## src/rtl/lp_sleep_timer_pkg.sv

```systemverilog
package lp_sleep_timer_pkg;
  localparam int CNT_W   = 32;
  localparam int HALF_W  = CNT_W / 2;
  localparam int DIV_W   = 4;
  localparam int PRE_W   = (1 << DIV_W) - 1;
  localparam int DATA_W  = 32;
  localparam int ADDR_W  = 2;

  localparam int B_SRC   = 0;
  localparam int B_DIVLO = 4;
  localparam int B_PAUSE = 10;
  localparam int B_EN    = 11;
  localparam int B_REV   = 12;

  typedef enum logic [ADDR_W-1:0] {
    A_CFG  = 2'd0,
    A_HIGH = 2'd1,
    A_LOW  = 2'd2,
    A_NONE = 2'd3
  } reg_addr_e;

  typedef struct packed {
    logic             rev;
    logic             en;
    logic             pause;
    logic [DIV_W-1:0] div;
    logic             src;
  } cfg_t;
endpackage

```

## src/rtl/lpst_cfg_regs.sv

```systemverilog
module lpst_cfg_regs
  import lp_sleep_timer_pkg::*;
(
  input  logic              clk,
  input  logic              rst_n,
  input  logic              wr_cfg,
  input  logic [DATA_W-1:0] wdata,
  output cfg_t              cfg
);
  cfg_t cfg_q;

  always_ff @(posedge clk or negedge rst_n) begin
    if (!rst_n) begin
      cfg_q <= '{rev: 1'b0, en: 1'b0, pause: 1'b1, div: '0, src: 1'b0};
    end else if (wr_cfg) begin
      cfg_q.en    <= wdata[B_EN];
      cfg_q.pause <= wdata[B_PAUSE];
      if (!cfg_q.en) begin
        cfg_q.rev <= wdata[B_REV];
        cfg_q.div <= wdata[B_DIVLO +: DIV_W];
        cfg_q.src <= wdata[B_SRC];
      end
    end
  end

  assign cfg = cfg_q;
endmodule

```

## src/rtl/lpst_tick_path.sv

```systemverilog
module lpst_tick_path
  import lp_sleep_timer_pkg::*;
(
  input  logic             clk,
  input  logic             rst_n,
  input  logic             tick_slow,
  input  logic             tick_fast,
  input  logic             src_sel,
  input  logic             en_cfg,
  input  logic [DIV_W-1:0] div_n,
  input  logic             pause_cfg,
  input  logic             halt,
  output logic             sel_tick,
  output logic             run,
  output logic             adv
);
  logic [1:0]       en_sync;
  logic [PRE_W-1:0] pre_q;
  logic [PRE_W-1:0] mask;
  logic             step;

  assign sel_tick = src_sel ? tick_fast : tick_slow;

  always_ff @(posedge clk or negedge rst_n) begin
    if (!rst_n)        en_sync <= '0;
    else if (sel_tick) en_sync <= {en_sync[0], en_cfg};
  end

  assign run  = en_sync[1];
  assign step = run && sel_tick && !(pause_cfg && halt);

  for (genvar i = 0; i < PRE_W; i++) begin : g_mask
    assign mask[i] = (32'(div_n) > i);
  end

  always_ff @(posedge clk or negedge rst_n) begin
    if (!rst_n)    pre_q <= '0;
    else if (!run) pre_q <= '0;
    else if (step) pre_q <= pre_q + PRE_W'(1);
  end

  assign adv = step && ((pre_q & mask) == mask);
endmodule

```

## src/rtl/lpst_counter.sv

```systemverilog
module lpst_counter #(
  parameter int W = 32
) (
  input  logic         clk,
  input  logic         rst_n,
  input  logic         adv,
  input  logic         down,
  output logic [W-1:0] cnt
);
  logic [W-1:0] cnt_q;

  always_ff @(posedge clk or negedge rst_n) begin
    if (!rst_n)   cnt_q <= '0;
    else if (adv) cnt_q <= down ? cnt_q - W'(1) : cnt_q + W'(1);
  end

  assign cnt = cnt_q;
endmodule

```

## src/rtl/lp_sleep_timer.sv

```systemverilog
module lp_sleep_timer
  import lp_sleep_timer_pkg::*;
(
  input  logic              clk,
  input  logic              rst_n,
  input  logic              ref_tick_slow,
  input  logic              ref_tick_fast,
  input  logic              dbg_halt,
  input  logic              reg_we,
  input  logic [ADDR_W-1:0] reg_addr,
  input  logic [DATA_W-1:0] reg_wdata,
  output logic [DATA_W-1:0] reg_rdata
);
  cfg_t             cfg;
  logic             sel_tick;
  logic             run;
  logic             adv;
  logic [CNT_W-1:0] count;
  logic             wr_cfg;

  assign wr_cfg = reg_we && (reg_addr == A_CFG);

  lpst_cfg_regs u_cfg (
    .clk   (clk),
    .rst_n (rst_n),
    .wr_cfg(wr_cfg),
    .wdata (reg_wdata),
    .cfg   (cfg)
  );

  lpst_tick_path u_tick (
    .clk      (clk),
    .rst_n    (rst_n),
    .tick_slow(ref_tick_slow),
    .tick_fast(ref_tick_fast),
    .src_sel  (cfg.src),
    .en_cfg   (cfg.en),
    .div_n    (cfg.div),
    .pause_cfg(cfg.pause),
    .halt     (dbg_halt),
    .sel_tick (sel_tick),
    .run      (run),
    .adv      (adv)
  );

  lpst_counter #(.W(CNT_W)) u_cnt (
    .clk  (clk),
    .rst_n(rst_n),
    .adv  (adv),
    .down (cfg.rev),
    .cnt  (count)
  );

  always_comb begin
    reg_rdata = '0;
    case (reg_addr)
      A_CFG: begin
        reg_rdata[B_SRC]               = cfg.src;
        reg_rdata[B_DIVLO +: DIV_W]    = cfg.div;
        reg_rdata[B_PAUSE]             = cfg.pause;
        reg_rdata[B_EN]                = cfg.en;
        reg_rdata[B_REV]               = cfg.rev;
      end
      A_HIGH:  reg_rdata[HALF_W-1:0]   = count[CNT_W-1:HALF_W];
      A_LOW:   reg_rdata[HALF_W-1:0]   = count[HALF_W-1:0];
      default: reg_rdata = '0;
    endcase
  end
endmodule

```

## config.mk

```make
export PLATFORM = sky130hd
export DESIGN_NAME = lp_sleep_timer
export DESIGN_NICKNAME = d
export VERILOG_FILES = /design/src/rtl/lp_sleep_timer_pkg.sv /design/src/rtl/lpst_cfg_regs.sv /design/src/rtl/lpst_tick_path.sv /design/src/rtl/lpst_counter.sv /design/src/rtl/lp_sleep_timer.sv
export SDC_FILE = /design/constraint.sdc
export NUM_CORES = 1
export LEC_CHECK = 0
export BUFFER_PORTS_ARGS = -buffer_cell sky130_fd_sc_hd__buf_2
export CAP_MARGIN = 15
export CORE_MARGIN = 2
export CORE_UTILIZATION = 59
export CTS_BUF_LIST = sky130_fd_sc_hd__clkbuf_8
export DETAILED_ROUTE_END_ITERATION = 10
export PLACE_DENSITY = 0.87
export SLEW_MARGIN = 20
export SYNTH_ARGS = -nofsm -noshare
export SYNTH_HDL_FRONTEND = slang
export SYNTH_SLANG_ARGS = --single-unit
```

## constraint.sdc

```tcl
create_clock -name clk -period 4.11 [get_ports clk]
set_clock_uncertainty 0.15 [all_clocks]
set_input_delay 0 -clock clk [delete_from_list [all_inputs] [get_ports clk]]
set_output_delay 0 -clock clk [all_outputs]
set_load 0.02 [all_outputs]
```

Yosys cells after proc, flatten, opt, wreduce, memory -nomap -nowiden
Cells that the tools add are included.
Widths: inputs -> output; s select.

operators by class
  add/sub/neg operators = 3
  order comparisons = 15
  equal/unequal tests = 4
  mux-type cells = 10
  bitwise logic cells = 2
  reductions and logical operators = 8

operators with widths
  operator               number
  $add 32x1->32 const B  1
  $mux 32                1
  $sub 32x1->32 const B  1
  $mux 15                2
  $gt 4x4->1 const B     7
  $gt 4x3->1 const B     4
  $add 15x1->15 const B  1
  $and 15x15->15         1
  $eq 15x15->1           1
  $pmux 3 s2             2
  $pmux 4 s3             1
  $pmux 3 s3             1
  $gt 4x1->1 const B     2
  $gt 4x2->1 const B     2
  $logic_and 1x1->1      5
  $pmux 2 s2             1
  $pmux 1 s3             1
  $eq 2x1->1 const B     1
  $eq 2x2->1 const B     1
  $logic_not 2->1        1
  $ne 2x2->1 const B     1
  $reduce_and 2->1       1
  $logic_not 1->1        1
  $mux 1                 1
  $not 1->1              1

word-level totals
  register bits after elaboration = 57
  input bits = 40
  word-level logic and storage cells = 50

Logic depth before layout (Yosys ltp)
Gate-level depths: netlist of run 1.

  word-level depth = 5
  gate-level depth with buffers = 11
  gate-level depth less buffers = 10

Hierarchy
Synthesis of run 1 repeated with hierarchy kept, for this count alone.

second synthesis, totals
  cells, all modules = 493
  area, all modules = 4,678.2 sq um

by module, submodules not included
  module          instances  cells each  area each (sq um)  seq. area each (sq um)
  lpst_counter    1          289         2,820.2            800.8
  lpst_tick_path  1          124         1,054.8            425.4
  lp_sleep_timer  1          62          464.2              0.0
  lpst_cfg_regs   1          18          339.1              201.4

Worst setup path before layout of run 1
Ideal clock, no wire load.

  path type = register to register
  start = register u_cfg.cfg_q, in the netlist u_cfg.cfg[7]
  end = register u_cnt.cnt_q[28] (netlist: u_cnt.cnt[28])
  library setup time = 69 ps
  arrival = 3,107 ps
  required time = 3,891 ps
  slack = 784 ps
  stages on the path, launching flop included = 11
  path buffers = 1
  clock period less this slack = 3,326 ps
  cells stage by stage = dfrtp_1 > ha_1 > buf_6 > a21o_1 > a311o_1 > a221oi_4 > o31ai_1 > o211ai_1 > a21oi_1 > or4_1 > nand3_1

on the way
  cells in the longest elaborated chain, start to end = 1

RTL lines
  what                    line                 text
  start, declared         lpst_cfg_regs.sv:10  cfg_t cfg_q;
  start signal, assigned  lpst_cfg_regs.sv:14  cfg_q <= '{rev: 1'b0, en: 1'b0, pause: 1'b1, div: '0, src: 1'b0};
  $mux 32                 lpst_counter.sv:14   else if (adv) cnt_q <= down ? cnt_q - W'(1) : cnt_q + W'(1);
  end signal, assigned    lpst_counter.sv:14
  end, declared           lpst_counter.sv:10   logic [W-1:0] cnt_q;

Every way passes these cells.
A chain may end at the register's enable or synchronous reset.

Final worst setup path of run 1
  start = register u_cfg.cfg_q, in the netlist u_cfg.cfg[7]
  end = register u_cnt.cnt_q[31] (netlist: u_cnt.cnt[31])

The elaborated chain is that of the path after synthesis.

==> reports/summary.txt, run 1 <==
Cts repair resizes: 0
Worst vdd ir: 412 uV
Mean post-synth cell area: 8.41 sq um
Gr ovfl total: 0
Syn Inst Count: 532
Top cell type by total area after synthesis: dfrtp_1
N_diodes: 0
Clock-pin slew on the worst setup and hold paths: 0.08 ns
Class of the most critical setup path: flop to flop
Sw Pwr: 1.55 mW
Total power: 3.25 mW
R2R setup slack: 0.42 ns
Worst-path maximum fanout: 21
Clock power frac: 0.151
Family with the most delay on the worst path: compound AO/OA/AOI/OAI gates
Routed WL: 11300 um
Largest cells by area after synthesis: dfrtp_1 31%, ha_1 9.8%, nand2_1 6.2%, a21oi_1 4.5%, o21ai_0 4.2%
Pwr/cell area: 655 nW/um^2
Reg area: 1430 sq um
Startpoint Class: flop
Rows: 31
Core Area: 7290 sq um
Hold EP: u_cfg.cfg[2]
Post-DP HPWL: 7980 um
Largest net degree at the start of global routing: 58
R2r endpoint: u_cnt.cnt[31]
Final Instance Count excl. Fillers: 670
Routed Antenna Nets: 0
Hold path depth: 4
Max stage delay on crit path: 0.71 ns
CP Launch Point: u_cfg.cfg[7]
Initial Utilization: 0.614
Ys flop type: dfrtp_1
DRC Markers: 0
Die Wd: 91.1 um
Synth warn: 0
Seq pwr share: 0.300
Worst skew pair latency: 0.36 ns
First-pass GRT wire length: 19100 um
Iteration count of the initial detailed-routing pass: 7
Post-synth cell types: 59
Post-Place Cell Area: 4620 sq um
Hold Vio Cnt, Final: 0
Initial drt markers: 404
Min-delay src: reg_we
Final setup margin: 0.418 ns
Setup-failing EPs final: 0
Minimum clock period after layout: 3.69 ns
Synth top area share: 0.313
Register-to-Register Path Depth: 10
Final count of pins violating max slew: 0
Initial antenna violation count: 0
CTS H-tree depth: 3
Routability cong.: 0.944
Clock buffers created by TritonCTS: 9
Via count: 4187
Share of cells above drive strength 1: 0.121
Number of synthesized flops with an enable pin: 0
Slowest cell on the critical path: dfrtp_1
CP arrival: 3.77 ns
Pint: 1.70 mW
Fillcell total: 584
I/O pin count: 72
Max Fclk: 271 MHz
Area of the multi-input gates: 2840 sq um
Critical-path cell list: ha_1, nand2_1, nor3_1, o2111ai_1, a21oi_1, a21oi_1, o2111ai_1, nand2_1, nor4bb_1, or4_1
Routed vias/inst: 6.25
Post-CTS Setup Repair Bufs: 0
Worst Path Required: 4.19 ns
Rel. slew slack: 0.438
Comb pwr share: 0.549
CP endpoint kind: flop
Port bufs: 31
Max clock buf depth: 2
Cells after DPL: 638
Sequential share of the synthesized area: 0.319
Synth Cell Area: 4480 sq um
R2r startpoint: u_cfg.cfg[7]
Clock Sinks: 57
Die height: 91.1 um
Switching share of power: 0.478
Placement Setup Slack: 0.496 ns
Max_cap viols: 0
Total negative slack: 0 ns
Hold WC Path Type: input port to flop
Leakage: 2.31 nW
Post-synth ARST share: 1.00
Routed wire length per instance: 16.9 um
Vias in the first global route: 4024
Finished Cell Area: 4950 sq um
Synthesized flop and latch total: 57
Tot GR Track Use: 0.285
RSZ-0062 raised after global routing: false
Die area: 8300 sq um
Critical path buffers and inverters: 0
Fin crit share: 0.898
Least-Margin Pin Slew: 0.843 ns
Root Buffer: clkbuf_8
Area Overhead vs Synth: 10.7%
Final #Nets: 642
CTS tree: yes
Status: finished clean
==> cell usage after synthesis, drive strengths merged, types with 6 or more instances <==
cell     n
inv     12
nand3   20
xnor2   18
mux2    10
a222oi   8
ha      35
nor2    29
nand4    8
o211ai   6
o21ai   45
clkbuf  25
and2    10
nor2b   13
xor2    16
a21o    13
nand2   74
buf     18
dfrtp   56
a21oi   41
a22oi    8
==> power groups by stage <==
stage | sequential, mW | combinational (mW) | clock [mW]
6_report | 0.974 | 1.78 | 0.491
5_1_grt | 1.00 | 1.99 | 0.519
4_1_cts | 0.963 | 1.75 | 0.488
3_5_place_dp | 0.974 | 1.72 | 0
3_3_place_gp | 0.964 | 1.65 | 0
2_1_floorplan | 0.873 | 1.43 | 0
==> cell type report <==
cell class,count,share of cell area
Sequential cell,57,0.288
Clock buffer,9,0.0250
Timing Repair Buffer,51,0.0697
Inverter,12,0.00909
Clock inverter,7,0.0109
Tap cell,99,0.0250
Multi-Input combinational cell,435,0.572
==> sequential cells by signal, summed over array words and instances (netlist names) <==
signal and count:
u_cnt.cnt 32, u_tick.pre_q 15, u_cfg.cfg 8, u_tick.en_sync 2
==> worst min-delay path: stages <==
cell and delay [ns]:
buf_2 0.10, nand2_1 0.11, or2_2 0.23, mux2_2 0.18
==> worst max-delay path by stage <==
stage / endpoint / slack, ns / cells past startpoint
2_1_floorplan: u_cnt.cnt[28] / 0.78 / 10
5_1_grt: u_cnt.cnt[26] / 0.23 / 10
3_5_place_dp: u_cnt.cnt[28] / 0.50 / 9
3_3_place_gp: u_cnt.cnt[28] / 0.60 / 9
6_report: u_cnt.cnt[31] / 0.42 / 10
4_1_cts: u_cnt.cnt[30] / 0.46 / 10
==> metrics by stage <==
| step | hold WS [ns] | utilization |
|---|---|---|
| final | 0.146 | 0.679 |
| after global routing | 0.171 | 0.679 |
| after CTS | 0.139 | 0.679 |
| after detailed placement | 0.0436 | 0.633 |
| after global placement | 0.0307 | 0.633 |
| after floorplan | -0.446 | - |
==> repair_timing <==
| item | 4_1_cts | 5_1_grt |
|---|---|---|
| hold buffers | 16 | 0 |
| endpoints found under the setup margin | 0 | 0 |
| endpoints found under the hold margin | 67 | 0 |
==> cell families (layout without fill, tap and decap cells) <==
kind of cell	count (synthesis)	in the layout	share of synthesized area
AO/OA/AOI/OAI	159	159	0.233
XOR/XNOR	34	34	0.0665
adder cells (fa/ha/maj)	36	36	0.102
buffers and inverters	55	79	0.0612
flip-flops	57	57	0.319
multiplexers	11	11	0.0274
other	1	16	0.000838
AND/OR/NAND/NOR	179	179	0.190
==> cells in the final DEF (no fill, tap or decap), types with 4 or more instances in the layout <==
cell type	count
a211oi_1	4
a21o_1	13
a21oi_1	40
a222oi_1	8
a22oi_1	8
and2_1	10
and3_1	5
buf_2	31
buf_4	4
clkbuf_8	9
conb_1	16
dfrtp_1	56
dlygate4sd3_1	16
ha_1	35
inv_1	12
mux2_2	10
nand2_1	74
nand3_1	19
nand4_1	8
nor2_1	29
nor2b_1	13
o211ai_1	6
o21ai_0	38
o21ai_1	6
o21bai_1	4
o31ai_1	4
xnor2_1	18
xor2_1	16
==> layer usage <==
layer  global-route usage  up-vias  wire (um)
li1                     -     1966          -
met1                0.356     1994       4610
met2                0.484      184       5550
met3               0.0440       43        770
met4                0.135        0        402
met5                    0        -          0
Power figures use the tool's default switching activity.
==> inputs of run 2 (changes only) <==
--- a/config.mk
+++ b/config.mk
@@ -11,7 +11,7 @@
 export CORE_UTILIZATION = 59
 export CTS_BUF_LIST = sky130_fd_sc_hd__clkbuf_8
 export DETAILED_ROUTE_END_ITERATION = 10
-export PLACE_DENSITY = 0.87
+export PLACE_DENSITY_LB_ADDON = 0.2
 export SLEW_MARGIN = 20
 export SYNTH_ARGS = -nofsm -noshare
 export SYNTH_HDL_FRONTEND = slang
==> run 2 against run 1 <==
  * Maximum frequency fell by 0.29%
  * First-iteration DRC count fell by 11%
  * Largest power group unchanged
  * Worst setup slack worse by 0.011 ns
  * Routed wire length is 3.5% lower
  * Cell count unchanged
  * Clock power increased by 11%
  * Global-route usage fell by 1.0 points
  * Total power rose by 0.53%
  * Sequential power about the same
  * Sequential share of layout area down 0.14 points
  * Critical endpoint unchanged
==> reports/summary.txt, run 2 (synthesis results as in run 1) <==
Final Instance Count excl. Fillers: 670 (unchanged)
Commonest non-fill, non-tap cell in the layout: nand2_1
Routed WL: 10900 um (-3.5%)
Pwr/cell area: 655 nW/um^2 (about the same)
Max_cap viols: 0 (unchanged)
Gr ovfl total: 0 (unchanged)
Post-CTS Setup Repair Bufs: 0 (unchanged)
Routed wire length per instance: 16.3 um (-3.5%)
Max clock buf depth: 2 (unchanged)
First-pass GRT wire length: 18500 um (-3.1%)
DRC Markers: 0 (unchanged)
Clock buffers created by TritonCTS: 9 (unchanged)
Root Buffer: clkbuf_8
Initial drt markers: 361 (-11%)
Clock-pin slew on the worst setup and hold paths: 0.07 ns (about the same)
Status: finished clean
Tot GR Track Use: 0.275 (-0.0102)
Initial Utilization: 0.614 (unchanged)
Slowest cell on the critical path: dfrtp_1
Final #Nets: 641 (-0.16%)
Rows: 31 (unchanged)
Final count of pins violating max slew: 0 (unchanged)
Die area: 8300 sq um (unchanged)
Die height: 91.1 um (unchanged)
CTS H-tree depth: 3 (unchanged)
Clock Sinks: 57 (unchanged)
Finished Cell Area: 4980 sq um (+0.48%)
Final setup margin: 0.407 ns (-0.0109 ns)
Core Area: 7290 sq um (unchanged)
Least-Margin Pin Slew: 0.776 ns (-0.0671 ns)
Minimum clock period after layout: 3.70 ns (+0.0109 ns)
CP endpoint kind: flop
Post-DP HPWL: 7820 um (-1.9%)
Routed vias/inst: 6.04 (-3.3%)
Startpoint Class: flop
Hold buffer count at CTS: 16 (unchanged)
Vias in the first global route: 3882 (-3.5%)
Total power: 3.26 mW (+0.53%)
Class of the most critical setup path: flop to flop
Hold WC Path Type: input port to flop
Leakage: 2.33 nW (+0.89%)
Post-Place Cell Area: 4610 sq um (-0.16%)
Hold Vio Cnt, Final: 0 (unchanged)
Total negative slack: 0 ns (unchanged)
Die Wd: 91.1 um (unchanged)
RSZ-0062 raised after global routing: false
Fin crit share: 0.901 (+0.00265)
Final Util: 0.683 (+0.00326)
Placement Setup Slack: 0.448 ns (-0.0484 ns)
Via count: 4049 (-3.3%)
Setup-failing EPs final: 0 (unchanged)
Largest net degree at the start of global routing: 58 (unchanged)
Routability cong.: 0.876 (-7.2%)
Port bufs: 31 (unchanged)
Cts repair resizes: 0 (unchanged)
CTS tree: yes
Cells after DPL: 637 (-0.16%)
Fillcell total: 602 (+3.1%)
Worst-path maximum fanout: 20 (-4.8%)
Rel. slew slack: 0.483 (+0.0447)
Max Fclk: 270 MHz (-0.29%)
Worst Path Required: 4.17 ns (-0.02 ns)
I/O pin count: 72 (unchanged)
Area Overhead vs Synth: 11.2%
Worst hold margin: 0.160 ns (+0.0145 ns)
Most frequent cells in the layout: 74 x nand2_1, 56 x dfrtp_1, 40 x a21oi_1
Worst vdd ir: 379 uV (-7.9%)
Max stage delay on crit path: 0.68 ns (-0.03 ns)
Iteration count of the initial detailed-routing pass: 7 (unchanged)
Max reg flops: 32 (unchanged)
CP arrival: 3.76 ns (about the same)
Worst skew pair latency: 0.35 ns (about the same)
Critical-path cell list: ha_1, nand2_1, nor3_1, o2111ai_1, a21oi_1, a21oi_1, o2111ai_1, nand2_1, nor4bb_1, or4_1
Share of cells above drive strength 1: 0.118 (-0.00330)
Routed Antenna Nets: 0 (unchanged)
Initial antenna violation count: 1 (+1)
run 2: path summary, 6_finish.rpt:
kind	startpoint	endpoint	slack (ns)	cells past startpoint
hold / removal	reg_we	u_cfg.cfg[4]	0.16	4
min in group asynchronous	rst_n	u_tick.pre_q[5]	0.17	3
setup reg to reg	u_cfg.cfg[7]	u_cnt.cnt[31]	0.41	10
max in group asynchronous	rst_n	u_cnt.cnt[29]	3.14	3
hold reg to reg	u_tick.en_sync[0]	u_tick.en_sync[0]	0.34	2
setup / recovery	u_cfg.cfg[7]	u_cnt.cnt[31]	0.41	10
run 2: where the power goes:
group	leakage, nW	internal (mW)	switching (mW)	total (mW)
sequential	0.758	0.733	0.243	0.976
clock	0.107	0.310	0.232	0.543
combinational	1.47	0.735	1.01	1.74
run 2: layer usage:
metal / wire, um / vias up / GRT usage
li1: - / 1972 / -
met1: 4690 / 1886 / 0.362
met2: 5310 / 162 / 0.464
met3: 667 / 29 / 0.0315
met4: 278 / 0 / 0.107
met5: 0 / - / 0
run 2: critical path: cells and delay by family (launching register included):
family | cells | cell delay, ns
adders and majority gates | 1 | 0.55
DFF | 1 | 0.68
AOI/OAI and AO/OA | 4 | 1.05
and+or+nand+nor | 5 | 1.13
run 2: area by class of cell:
| type | count | area [sq um] | share of cell area |
|---|---|---|---|
| antenna | 1 | 2.50 | 0.000503 |
| sequential | 57 | 1430 | 0.287 |
| tap | 99 | 124 | 0.0249 |
| multi-input combinational | 435 | 2840 | 0.569 |
| clock inverter | 5 | 55.1 | 0.0111 |
| clock buffer | 11 | 151 | 0.0304 |
| inverter | 12 | 45.0 | 0.00905 |
| timing repair buffer | 50 | 338 | 0.0679 |
==> inputs of run 3 (changes only) <==
--- a/config.mk
+++ b/config.mk
@@ -8,11 +8,13 @@
 export BUFFER_PORTS_ARGS = -buffer_cell sky130_fd_sc_hd__buf_2
 export CAP_MARGIN = 15
 export CORE_MARGIN = 2
-export CORE_UTILIZATION = 59
+export CORE_UTILIZATION = 60
 export CTS_BUF_LIST = sky130_fd_sc_hd__clkbuf_8
 export DETAILED_ROUTE_END_ITERATION = 10
 export PLACE_DENSITY_LB_ADDON = 0.2
 export SLEW_MARGIN = 20
 export SYNTH_ARGS = -nofsm -noshare
 export SYNTH_HDL_FRONTEND = slang
+export SYNTH_HIERARCHICAL = 1
 export SYNTH_SLANG_ARGS = --single-unit
+export TNS_END_PERCENT = 10
==> run 3 against run 2 <==
  * Clock-buffer cell count is 1 lower
  * Register-to-register slack better by 0.13 ns
  * Cell area up 3.2%
  * Via count fell by 3.8%
  * Core utilization is 1.1 points lower
  * Die area up 2.7%
  * Hold slack worse by 0.12 ns
  * Critical path depth is the same
  * Sequential cell count is the same
  * Worst setup slack improved by 0.13 ns
  * Synthesized area increased by 4.5%
==> reports/summary.txt, run 3 <==
Synth Cell Area: 4680 sq um (+4.5%)
Adder-cell share of the synthesized area: 0.0979 (-0.00443)
Rel. slew slack: 0.389 (-0.0935)
Via count: 3896 (-3.8%)
Port bufs: 31 (unchanged)
R2R setup slack: 0.53 ns (+0.13 ns)
I/O pin count: 72 (unchanged)
Synthesized flop and latch total: 57 (unchanged)
Pint: 1.63 mW (-8.1%)
Hold path depth: 5 (+1)
N_diodes: 0 (-1)
Sequential share of the synthesized area: 0.305 (-0.0138)
Min-delay src: ref_tick_slow
Iteration count of the initial detailed-routing pass: 5 (-2)
RSZ-0062 raised after global routing: false
Ys flop type: dfrtp_1
Register-to-Register Path Depth: 10 (unchanged)
Least-Margin Pin Slew: 0.916 ns (+0.140 ns)
Root Buffer: clkbuf_8
Largest cells by area after synthesis: dfrtp_1 30%, ha_1 9.4%, mux2_2 6.0%, a21oi_1 4.0%, xnor2_1 3.9%
CTS tree: yes
CTS H-tree depth: 3 (unchanged)
Routed Antenna Nets: 0 (unchanged)
Cells after DPL: 607 (-4.7%)
Synth Area in Compound Gates: 0.215 (-0.0178)
Total power: 2.81 mW (-14%)
Post-CTS Setup Repair Bufs: 0 (unchanged)
Tot GR Track Use: 0.262 (-0.0136)
Mean post-synth cell area: 9.49 sq um (+13%)
Critical-path cell list: ha_1, a211oi_1, o211a_1, o22ai_2, o2111ai_1, a21boi_2, o21ai_0, o21ai_1, xor2_1, mux2_2
Vias in the first global route: 3736 (-3.8%)
Critical path buffers and inverters: 0 (unchanged)
Leakage: 2.49 nW (+6.9%)
Seq pwr share: 0.297 (-0.002)
Largest net degree at the start of global routing: 58 (unchanged)
Startpoint Class: flop
R2r endpoint: u_cnt/cnt[29]
Rows: 32 (+3.2%)
Clock Sinks: 57 (unchanged)
Post-Synth Simple-Gate Area: 0.155 (-0.0350)
Final setup margin: 0.534 ns (+0.127 ns)
Final #Nets: 606 (-5.5%)
Sw Pwr: 1.18 mW (-21%)
Multiplexer share of the synthesized area: 0.0941 (+0.0667)
Synth warn: 6 (+6)
Status: finished clean
Routed WL: 10500 um (-4.0%)
Hold WC Path Type: input port to flop
Placement Setup Slack: 0.602 ns (+0.155 ns)
Initial drt markers: 326 (-9.7%)
Fin crit share: 0.870 (-0.0308)
Die height: 92.3 um (+1.3%)
Family with the most delay on the worst path: compound AO/OA/AOI/OAI gates
Slowest cell on the critical path: dfrtp_1
Routability cong.: 0.929 (+6.1%)
Worst vdd ir: 296 uV (-22%)
Pwr/cell area: 547 nW/um^2 (-16%)
Worst-path maximum fanout: 21 (+5.0%)
Number of synthesized flops with an enable pin: 0 (unchanged)
Routed vias/inst: 6.12 (+1.2%)
Post-synth ARST share: 1.00 (unchanged)
Setup-failing EPs final: 0 (unchanged)
Post-synth cell types: 80 (+36%)
First-pass GRT wire length: 17700 um (-4.3%)
Max clock buf depth: 2 (unchanged)
Clock power frac: 0.209 (+0.043)
Clock-pin slew on the worst setup and hold paths: 0.07 ns (about the same)
DRC Markers: 0 (unchanged)
Clock buffers created by TritonCTS: 9 (unchanged)
Max Fclk: 280 MHz (+3.5%)
Switching share of power: 0.419 (-0.0360)
Fillcell total: 625 (+3.8%)
Final count of pins violating max slew: 0 (unchanged)
Commonest non-fill, non-tap cell in the layout: dfrtp_1
Most frequent cells in the layout: 56 x dfrtp_1, 42 x nand2_1, 37 x a21oi_1
Class of the most critical setup path: flop to flop
Hold EP: u_tick/en_sync[1]
Post-synthesis xor/xnor area fraction: 0.0618 (-0.00475)
CP arrival: 3.65 ns (-0.11 ns)
Worst skew pair latency: 0.34 ns (about the same)
Share of cells above drive strength 1: 0.200 (+0.0825)
Gr ovfl total: 0 (unchanged)
Hold Vio Cnt, Final: 0 (unchanged)
Initial antenna violation count: 0 (-1)
Max stage delay on crit path: 0.94 ns (+0.26 ns)
Max reg flops: 32 (unchanged)
Comb pwr share: 0.494 (-0.041)
Worst Path Required: 4.19 ns (+0.02 ns)
R2r startpoint: u_cfg/cfg[7]
Minimum clock period after layout: 3.58 ns (-0.127 ns)
Area Overhead vs Synth: 9.82%
Core Area: 7650 sq um (+4.9%)
Top-count cell post-synth: dfrtp_1
Top cell type by total area after synthesis: dfrtp_1
Post-synth top cells: 56 x dfrtp_1, 42 x nand2_1, 37 x a21oi_1
Total negative slack: 0 ns (unchanged)
Die Wd: 92.3 um (+1.3%)
Syn Inst Count: 493 (-7.3%)
Routed wire length per instance: 16.5 um (+1.0%)
CP endpoint kind: flop
Synth top area share: 0.300 (-0.0136)
Final Instance Count excl. Fillers: 637 (-4.9%)
Main combinational cell family by area after synthesis: compound AO/OA/AOI/OAI gates
Initial Utilization: 0.612 (-0.00201)
Die area: 8520 sq um (+2.7%)
Max_cap viols: 0 (unchanged)
Post-DP HPWL: 7270 um (-7.0%)
-- run 3: changes by cell type in the layout (fill, tap and decap cells not counted), sizes merged, moves of 6 or more --
cell | before | now
a21o | 13 | 19
nand2 | 74 | 42
mux2 | 10 | 32
o21ai | 45 | 17
-- run 3: final cells by class --
| type | count | area [sq um] | share of cell area |
|---|---|---|---|
| Timing Repair Buffer | 50 | 345 | 0.0672 |
| Clock inverter | 6 | 82.6 | 0.0161 |
| Multi-Input combinational cell | 403 | 2980 | 0.581 |
| Tap cell | 102 | 128 | 0.0248 |
| Sequential cell | 57 | 1430 | 0.278 |
| Clock buffer | 10 | 138 | 0.0268 |
| Inverter | 9 | 33.8 | 0.00658 |
-- run 3: worst max-delay path by stage --
stage / slack, ns / endpoint / cells past startpoint / start
after floorplan: 0.87 / u_cnt/cnt[28] / 9 / u_cfg/cfg[7]
after global placement: 0.67 / u_cnt/cnt[28] / 9 / u_cfg/cfg[7]
after detailed placement: 0.60 / u_cnt/cnt[29] / 10 / u_cfg/cfg[7]
after CTS: 0.57 / u_cnt/cnt[29] / 10 / u_cfg/cfg[7]
after global routing: 0.33 / u_cnt/cnt[29] / 10 / u_cfg/cfg[7]
final: 0.53 / u_cnt/cnt[29] / 10 / u_cfg/cfg[7]
-- run 3: stage by stage --
step           hold slack, ns  utilization  cell area, sq um
2_1_floorplan          -0.446            -              4730
3_3_place_gp           0.0443        0.625              4780
3_5_place_dp           0.0573        0.625              4780
4_1_cts                0.0248        0.672              5140
5_1_grt                0.0940        0.672              5140
6_report               0.0404        0.672              5140
-- run 3: layer usage --
metal / GRT usage / vias to the layer above / wire length, um
met5: 0 / - / 0
met2: 0.406 / 106 / 4720
met4: 0.116 / 0 / 328
met3: 0.0399 / 30 / 394
met1: 0.363 / 1878 / 5070
li1: - / 1882 / -
-- run 3: worst register-to-register path, stage by stage (launching register included) --
cell and delay [ns]:
dfrtp_1 0.94, ha_1 0.39, a211oi_1 0.39, o211a_1 0.23, o22ai_2 0.12, o2111ai_1 0.30, a21boi_2 0.13, o21ai_0 0.29
o21ai_1 0.12, xor2_1 0.15, mux2_2 0.26
-- run 3: power groups by stage --
stage	clock network, mW	registers, mW	logic, mW
2_1_floorplan	0	0.794	1.14
3_3_place_gp	0	0.839	1.31
3_5_place_dp	0	0.846	1.33
4_1_cts	0.601	0.836	1.37
5_1_grt	0.625	0.855	1.53
6_report	0.587	0.836	1.39
-- run 3: cells by family after synthesis --
kind of cell / Yosys count
flops: 57
mux: 37
compound gates: 138
other cells: 1
fa+ha+maj: 36
buf+inv: 48
simple gates: 143
xor+xnor: 33
-- run 3: what timing repair did --
action,in CTS,in global routing
hold endpoints to repair,67,0
hold buffers,14,0
setup endpoints to repair,0,0
resized for setup,0,0
